### src/rtl/mc_pkg.sv
package mc_pkg;
  localparam int ROLE_W = 2;
  localparam int SEL_W  = 2;

  typedef enum logic [1:0] {
    KIND_D   = 2'd0,
    KIND_T   = 2'd1,
    KIND_JK  = 2'd2,
    KIND_RSV = 2'd3
  } kind_e;

  localparam logic [ROLE_W-1:0] B_ROLE_K   = 2'd0;
  localparam logic [ROLE_W-1:0] B_ROLE_PRE = 2'd1;
  localparam logic [ROLE_W-1:0] C_ROLE_CLK = 2'd0;
  localparam logic [ROLE_W-1:0] C_ROLE_CLR = 2'd1;
  localparam logic [ROLE_W-1:0] D_ROLE_CLK = 2'd0;
  localparam logic [ROLE_W-1:0] D_ROLE_OE  = 2'd1;

  localparam logic [SEL_W-1:0] SEL_Q  = 2'd0;
  localparam logic [SEL_W-1:0] SEL_A  = 2'd1;
  localparam logic [SEL_W-1:0] SEL_B  = 2'd2;
  localparam logic [SEL_W-1:0] SEL_CD = 2'd3;
endpackage

### src/rtl/mc_clock_edge.sv
module mc_clock_edge (
  input  logic clk,
  input  logic rst,
  input  logic use_c,
  input  logic use_d,
  input  logic lvl_c,
  input  logic lvl_d,
  input  logic lvl_sys,
  input  logic invert,
  output logic strobe
);
  logic lvl;
  logic lvl_prev;

  always_comb begin
    if (use_c)      lvl = lvl_c ^ invert;
    else if (use_d) lvl = lvl_d ^ invert;
    else            lvl = lvl_sys ^ invert;
  end

  always_ff @(posedge clk) begin
    if (rst) lvl_prev <= 1'b1;
    else     lvl_prev <= lvl;
  end

  assign strobe = lvl & ~lvl_prev;

  // a strobe needs a low sample first, so two in a row cannot occur
  assert_strobe_single_R6: assert property (@(posedge clk) disable iff (rst)
    strobe |=> !strobe);
endmodule

### src/rtl/mc_reg_core.sv
module mc_reg_core
  import mc_pkg::*;
#(
  parameter logic RESET_VAL = 1'b0
) (
  input  logic  clk,
  input  logic  rst,
  input  logic  strobe,
  input  kind_e kind,
  input  logic  ovr,
  input  logic  ovr_jk,
  input  logic  din,
  input  logic  kin,
  input  logic  clr,
  input  logic  set,
  output logic  q,
  output logic  q_nxt
);
  kind_e kind_eff;

  always_comb begin
    kind_eff = kind;
    if (kind == KIND_RSV) kind_eff = KIND_D;
    if (ovr && (kind == KIND_D || kind == KIND_RSV))
      kind_eff = ovr_jk ? KIND_JK : KIND_T;
  end

  always_comb begin
    q_nxt = q;
    if (clr)       q_nxt = 1'b0;
    else if (set)  q_nxt = 1'b1;
    else if (strobe) begin
      unique case (kind_eff)
        KIND_T:  q_nxt = q ^ din;
        KIND_JK: begin
          unique case ({din, kin})
            2'b11:   q_nxt = ~q;
            2'b10:   q_nxt = 1'b1;
            2'b01:   q_nxt = 1'b0;
            default: q_nxt = q;
          endcase
        end
        default: q_nxt = din;
      endcase
    end
  end

  always_ff @(posedge clk) begin
    if (rst) q <= RESET_VAL;
    else     q <= q_nxt;
  end

  logic rst_seen;
  always_ff @(posedge clk) begin
    rst_seen <= rst;
    if (rst_seen && RESET_VAL == 1'b0)
      assert_reset_clear_R1: assert (q == 1'b0);
  end

  assert_clear_wins_R8: assert property (@(posedge clk) disable iff (rst)
    clr |=> !q);
  assert_preset_sets_R9: assert property (@(posedge clk) disable iff (rst)
    (!clr && set) |=> q);
  assert_hold_R7: assert property (@(posedge clk) disable iff (rst)
    (!clr && !set && !strobe) |=> $stable(q));
  assert_data_load_R2: assert property (@(posedge clk) disable iff (rst)
    (!clr && !set && strobe && kind == KIND_D && !ovr) |=> (q == $past(din)));
  assert_toggle_R3: assert property (@(posedge clk) disable iff (rst)
    (!clr && !set && strobe && kind == KIND_T && din) |=> (q != $past(q)));
  assert_jk_set_R4: assert property (@(posedge clk) disable iff (rst)
    (!clr && !set && strobe && kind == KIND_JK && din && !kin) |=> q);
  assert_ovr_toggle_R5: assert property (@(posedge clk) disable iff (rst)
    (!clr && !set && strobe && kind == KIND_D && ovr && !ovr_jk && din)
      |=> (q != $past(q)));
endmodule

### src/rtl/mc_out_route.sv
module mc_out_route
  import mc_pkg::*;
(
  input  logic             clk,
  input  logic             rst,
  input  logic             q_nxt,
  input  logic             a,
  input  logic             b,
  input  logic             c,
  input  logic             d,
  input  logic [SEL_W-1:0] pin_sel,
  input  logic [SEL_W-1:0] fb_sel,
  input  logic             d_is_oe,
  output logic             pin_o,
  output logic             fb_o,
  output logic             oe_o
);
  logic pin_mux;
  logic fb_mux;

  always_comb begin
    unique case (pin_sel)
      SEL_Q:   pin_mux = q_nxt;
      SEL_A:   pin_mux = a;
      SEL_B:   pin_mux = b;
      default: pin_mux = c;
    endcase
    unique case (fb_sel)
      SEL_Q:   fb_mux = q_nxt;
      SEL_A:   fb_mux = a;
      SEL_B:   fb_mux = b;
      default: fb_mux = d;
    endcase
  end

  always_ff @(posedge clk) begin
    if (rst) begin
      pin_o <= 1'b0;
      fb_o  <= 1'b0;
      oe_o  <= 1'b0;
    end else begin
      pin_o <= pin_mux;
      fb_o  <= fb_mux;
      oe_o  <= d_is_oe ? d : 1'b1;
    end
  end

  assert_oe_default_R12: assert property (@(posedge clk) disable iff (rst)
    !d_is_oe |=> oe_o);
  assert_pin_route_a_R10: assert property (@(posedge clk) disable iff (rst)
    (pin_sel == SEL_A) |=> (pin_o == $past(a)));
  assert_fb_route_d_R11: assert property (@(posedge clk) disable iff (rst)
    (fb_sel == SEL_CD) |=> (fb_o == $past(d)));
endmodule

### src/rtl/logic_macrocell.sv
module logic_macrocell
  import mc_pkg::*;
(
  input  logic             clk,
  input  logic             rst,
  input  logic             sum_a,
  input  logic             sum_b,
  input  logic             sum_c,
  input  logic             sum_d,
  input  logic             sys_clk,
  input  logic             glob_pre,
  input  logic             glob_rst,
  input  logic             type_ovr,
  input  logic [1:0]       cfg_kind,
  input  logic             cfg_ovr_jk,
  input  logic [ROLE_W-1:0] cfg_b_role,
  input  logic [ROLE_W-1:0] cfg_c_role,
  input  logic [ROLE_W-1:0] cfg_d_role,
  input  logic             cfg_clk_inv,
  input  logic [SEL_W-1:0] cfg_pin_sel,
  input  logic [SEL_W-1:0] cfg_fb_sel,
  output logic             pin_o,
  output logic             fb_o,
  output logic             oe_o
);
  logic c_clocks, d_clocks, d_enables;
  logic clr_any, set_any, k_in;
  logic strobe, q, q_nxt;

  assign c_clocks  = (cfg_c_role == C_ROLE_CLK);
  assign d_clocks  = (cfg_d_role == D_ROLE_CLK);
  assign d_enables = (cfg_d_role == D_ROLE_OE);
  assign clr_any   = glob_rst | ((cfg_c_role == C_ROLE_CLR) & sum_c);
  assign set_any   = glob_pre | ((cfg_b_role == B_ROLE_PRE) & sum_b);
  assign k_in      = (cfg_b_role == B_ROLE_K) & sum_b;

  mc_clock_edge u_edge (
    .clk     (clk),
    .rst     (rst),
    .use_c   (c_clocks),
    .use_d   (d_clocks),
    .lvl_c   (sum_c),
    .lvl_d   (sum_d),
    .lvl_sys (sys_clk),
    .invert  (cfg_clk_inv),
    .strobe  (strobe)
  );

  mc_reg_core #(.RESET_VAL(1'b0)) u_core (
    .clk    (clk),
    .rst    (rst),
    .strobe (strobe),
    .kind   (kind_e'(cfg_kind)),
    .ovr    (type_ovr),
    .ovr_jk (cfg_ovr_jk),
    .din    (sum_a),
    .kin    (k_in),
    .clr    (clr_any),
    .set    (set_any),
    .q      (q),
    .q_nxt  (q_nxt)
  );

  mc_out_route u_route (
    .clk     (clk),
    .rst     (rst),
    .q_nxt   (q_nxt),
    .a       (sum_a),
    .b       (sum_b),
    .c       (sum_c),
    .d       (sum_d),
    .pin_sel (cfg_pin_sel),
    .fb_sel  (cfg_fb_sel),
    .d_is_oe (d_enables),
    .pin_o   (pin_o),
    .fb_o    (fb_o),
    .oe_o    (oe_o)
  );

  assert_strobe_needs_source_R6: assert property (@(posedge clk) disable iff (rst)
    (!clr_any && !set_any && !strobe) |=> (q == $past(q)));
endmodule

### config.mk
export PLATFORM = sky130hd
export DESIGN_NAME = logic_macrocell
export DESIGN_NICKNAME = d
export VERILOG_FILES = /design/src/rtl/mc_pkg.sv /design/src/rtl/mc_clock_edge.sv /design/src/rtl/mc_reg_core.sv /design/src/rtl/mc_out_route.sv /design/src/rtl/logic_macrocell.sv
export SDC_FILE = /design/constraint.sdc
export NUM_CORES = 1
export LEC_CHECK = 0
export ABC_AREA = 1
export BUFFER_PORTS_ARGS = -buffer_cell sky130_fd_sc_hd__buf_2
export CAP_MARGIN = 20
export CORE_MARGIN = 2
export CORE_UTILIZATION = 30
export DETAILED_ROUTE_END_ITERATION = 7
export MAX_ROUTING_LAYER = met4
export SLEW_MARGIN = 25
export SYNTH_ARGS = -nofsm -noshare
export SYNTH_HDL_FRONTEND = slang
export SYNTH_HIERARCHICAL = 1
export SYNTH_SLANG_ARGS = --single-unit
export TNS_END_PERCENT = 10
### constraint.sdc
create_clock -name clk -period 2.5 [get_ports clk]
set_input_delay 0.25 -clock clk [delete_from_list [all_inputs] [get_ports clk]]
set_output_delay 0.25 -clock clk [all_outputs]
set_load 0.03 [all_outputs]
==> key figures <==
Outcome
  • Status: finished, final reports clean

Finish
  • Register Area: 100.1 um2
  • Fill cells: 200
  • Synthesis-to-layout area growth: 33.49%
  • Final net count: 157
  • Fraction of layout instances using a drive strength above 1: 0.3047
  • Layout Cells excl Fill: 145
  • Core Util, Final: 0.4193
  • Ant. Diodes: 0
  • Footprint of the multi-input gates: 314.1 um2

Floorplanning
  • Chip width: 46.05 um
  • IO Count: 27
  • Die height: 46.05 um
  • Die area: 0.002121 mm2
  • Placeable Area: 0.001689 mm2
  • Initial core utilization: 0.3141
  • FP Rows: 15

Detailed routing
  • DRT Pass-1 Iters: 4
  • Residual DRC count: 0
  • Average wire per standard cell: 7.317 um
  • Via count: 613
  • Iter 0 DRT Violations: 6
  • Drt total wl: 1061 um
  • Vias/cell: 4.228
  • Post-route antenna net violation count: 0

Clock network
  • Clk_lat worst skew: 0.24 ns
  • TritonCTS Buffers: 3
  • Root Driver: clkbuf_4
  • TritonCTS clock tree: yes
  • Htree depth: 1
  • # Post-CTS Setup Buffers: 0
  • Post-CTS Hold Fix Bufs: 0
  • # resized after CTS: 0
  • Clock slew at reported path FFs: 0.04 ns
  • CTS Sinks: 5
  • Max Root-Sink Buffers: 2

STA
  • Layout Skew: 0.003069 ns
  • Setup_tns: 0 ns
  • Highest clock rate: 547.4 MHz
  • Minimum clock period: 1.827 ns
  • Max_slew headroom: 0.8370
  • Final Hold Violating Endpoints: 0
  • Final setup fails: 0
  • Final Max Tran Viols: 0
  • RSZ-0062 raised after global routing: no
  • Worst-margin pin slew: 0.2420 ns
  • Final Cycle Share: 0.7308

Synthesis
  • Syn Nets: 126
  • Sequential area share after synthesis: 0.1887
  • Number of synthesized flops with an enable pin: 0
  • Top cell type's share of synthesized area: 0.2123
  • Netlist Area Pre-Place: 530.5 um2
  • Synth area leader: inv_1
  • Yosys warning count: 6
  • Syn_area_per_cell: 5.413 um2
  • Synth async-reset ratio: 0
  • Mapped Cells: 98
  • Area contributors post-synth: inv_1 (21%), nand2_1 (21%), dfxtp_1 (19%), ha_1 (9.4%), nor2_2 (5.9%)
  • Commonest cells in the netlist: inv_1 (30), nand2_1 (30), nor2_1 (7), nand3_1 (6)
  • Yosys reg bits: 5
  • Post-synth cell types: 14
  • Ys flop type: dfxtp_1

Placement
  • Dpl hpwl: 940 um
  • Placed cell count: 141
  • Placer congestion estimate: 0.7617
  • I/O Buffers: 26

GRT
  • First-pass GRT wire length: 1938 um
  • Initial antenna violation count: 0
  • Vias in the first global route: 538
  • Largest net degree at the start of global routing: 5
  • GRT Overall Usage: 0.1306
  • Total gr overflow: 0

Worst setup path
  • Endpoint class of the critical path: register
  • Crit path max fanout: 3
  • Kind of critical path: input port to register
  • Crit path launch type: input port
  • Signal arrival time at the worst endpoint: 1.96 ns
  • Worst Path Required: 2.64 ns

Worst hold path
  • HP Class: input port to register

Power
  • P_leak: 0.4779 nW
  • Clock share of power: 0.339
  • Net Sw Power: 0.00008864 W
  • Net Sw Frac: 0.3232
  • Internal power: 0.0001856 W
  • Logic pwr share: 0.342
  • PwrDens: 387.2 mW/mm2
  • Worst IR Drop VDD: 0.0001916 V
  • Reg power frac: 0.319

Run
  • Max cap viols: 0
==> final cells by class <==
type	count	area share
inverter	31	0.1643
multi-input combinational	62	0.4435
sequential	5	0.1413
tap	17	0.03004
timing repair buffer	26	0.1837
clock buffer	4	0.03710
==> per-layer routing <==
metal	GRT usage	routed length [um]	vias up	part of all wire
li1	-	-	339	-
met1	0.1218	414	254	0.39
met2	0.2389	544	18	0.51
met3	0.05882	94	2	0.089
met4	0.03429	8	0	0.0075
met5	-	0	-	0
==> power by group through the flow <==
stage          combinational [W]  clock (W)  sequential [W]
2_1_floorplan          0.0000523          0       0.0000964
3_3_place_gp           0.0000929          0       0.0000890
3_5_place_dp           0.0000948          0       0.0000889
4_1_cts                0.0000956  0.0000969       0.0000875
5_1_grt                 0.000111   0.000104       0.0000883
6_report               0.0000938  0.0000929       0.0000875
==> state kept, by name (all words and copies together), names as in the netlist <==
name / count
u_route/pin_o: 1
u_core/q: 1
u_route/fb_o: 1
u_route/oe_o: 1
u_edge/lvl_prev: 1
==> logic make-up after synthesis <==
logic type | share of synthesized area
buffers and inverters | 0.2193
AOI/OAI and AO/OA | 0.04716
DFF | 0.1887
and+or+nand+nor | 0.4505
adders and majority gates | 0.09434
==> worst paths after layout <==
check / slack [ns] / depth (start not counted) / startpoint / to
worst min-delay path: 0.23 / 2 / rst / u_route/oe_o
worst max register to register: 1.39 / 11 / u_core/q / u_route/pin_o
worst min register to register: 0.56 / 4 / u_core/q / u_core/q
worst max-delay path: 0.67 / 18 / cfg_kind[0] / u_route/pin_o
==> through the flow <==
step                setup WS [ns]  hold slack [ns]  area, um2  power [W]
finish                     0.6731           0.2340      708.2  0.0002742
global route               0.4115           0.2326      708.2  0.0003032
CTS                        0.6538           0.2377      708.2  0.0002800
detailed placement         0.4083           0.4917      681.9  0.0001837
global placement           0.4338           0.4940      681.9  0.0001819
floorplan                  0.6504           0.3169      530.5  0.0001487
==> layout by cell type, fill, tap and decap left out, drive strengths merged <==
cell type / n
clkbuf: 4
nand2: 32
o21ai: 3
ha: 4
or2: 1
inv: 31
nor2: 12
dfxtp: 5
nand3: 8
buf: 26
a21oi: 2
==> worst max-delay path, stage by stage <==
cell and delay, ns:
buf_2 0.09, inv_1 0.04, ha_1 0.27, nand2_1 0.06
inv_1 0.05, o21ai_0 0.22, inv_1 0.07, ha_1 0.21
o21ai_1 0.12, nand2_1 0.06, a21oi_1 0.12, nand2_1 0.07
nand2_2 0.07, inv_1 0.05, nand2_1 0.06, nand3_1 0.06
nand2_1 0.07, nor2_2 0.03
(Power assumes the default switching activity.)
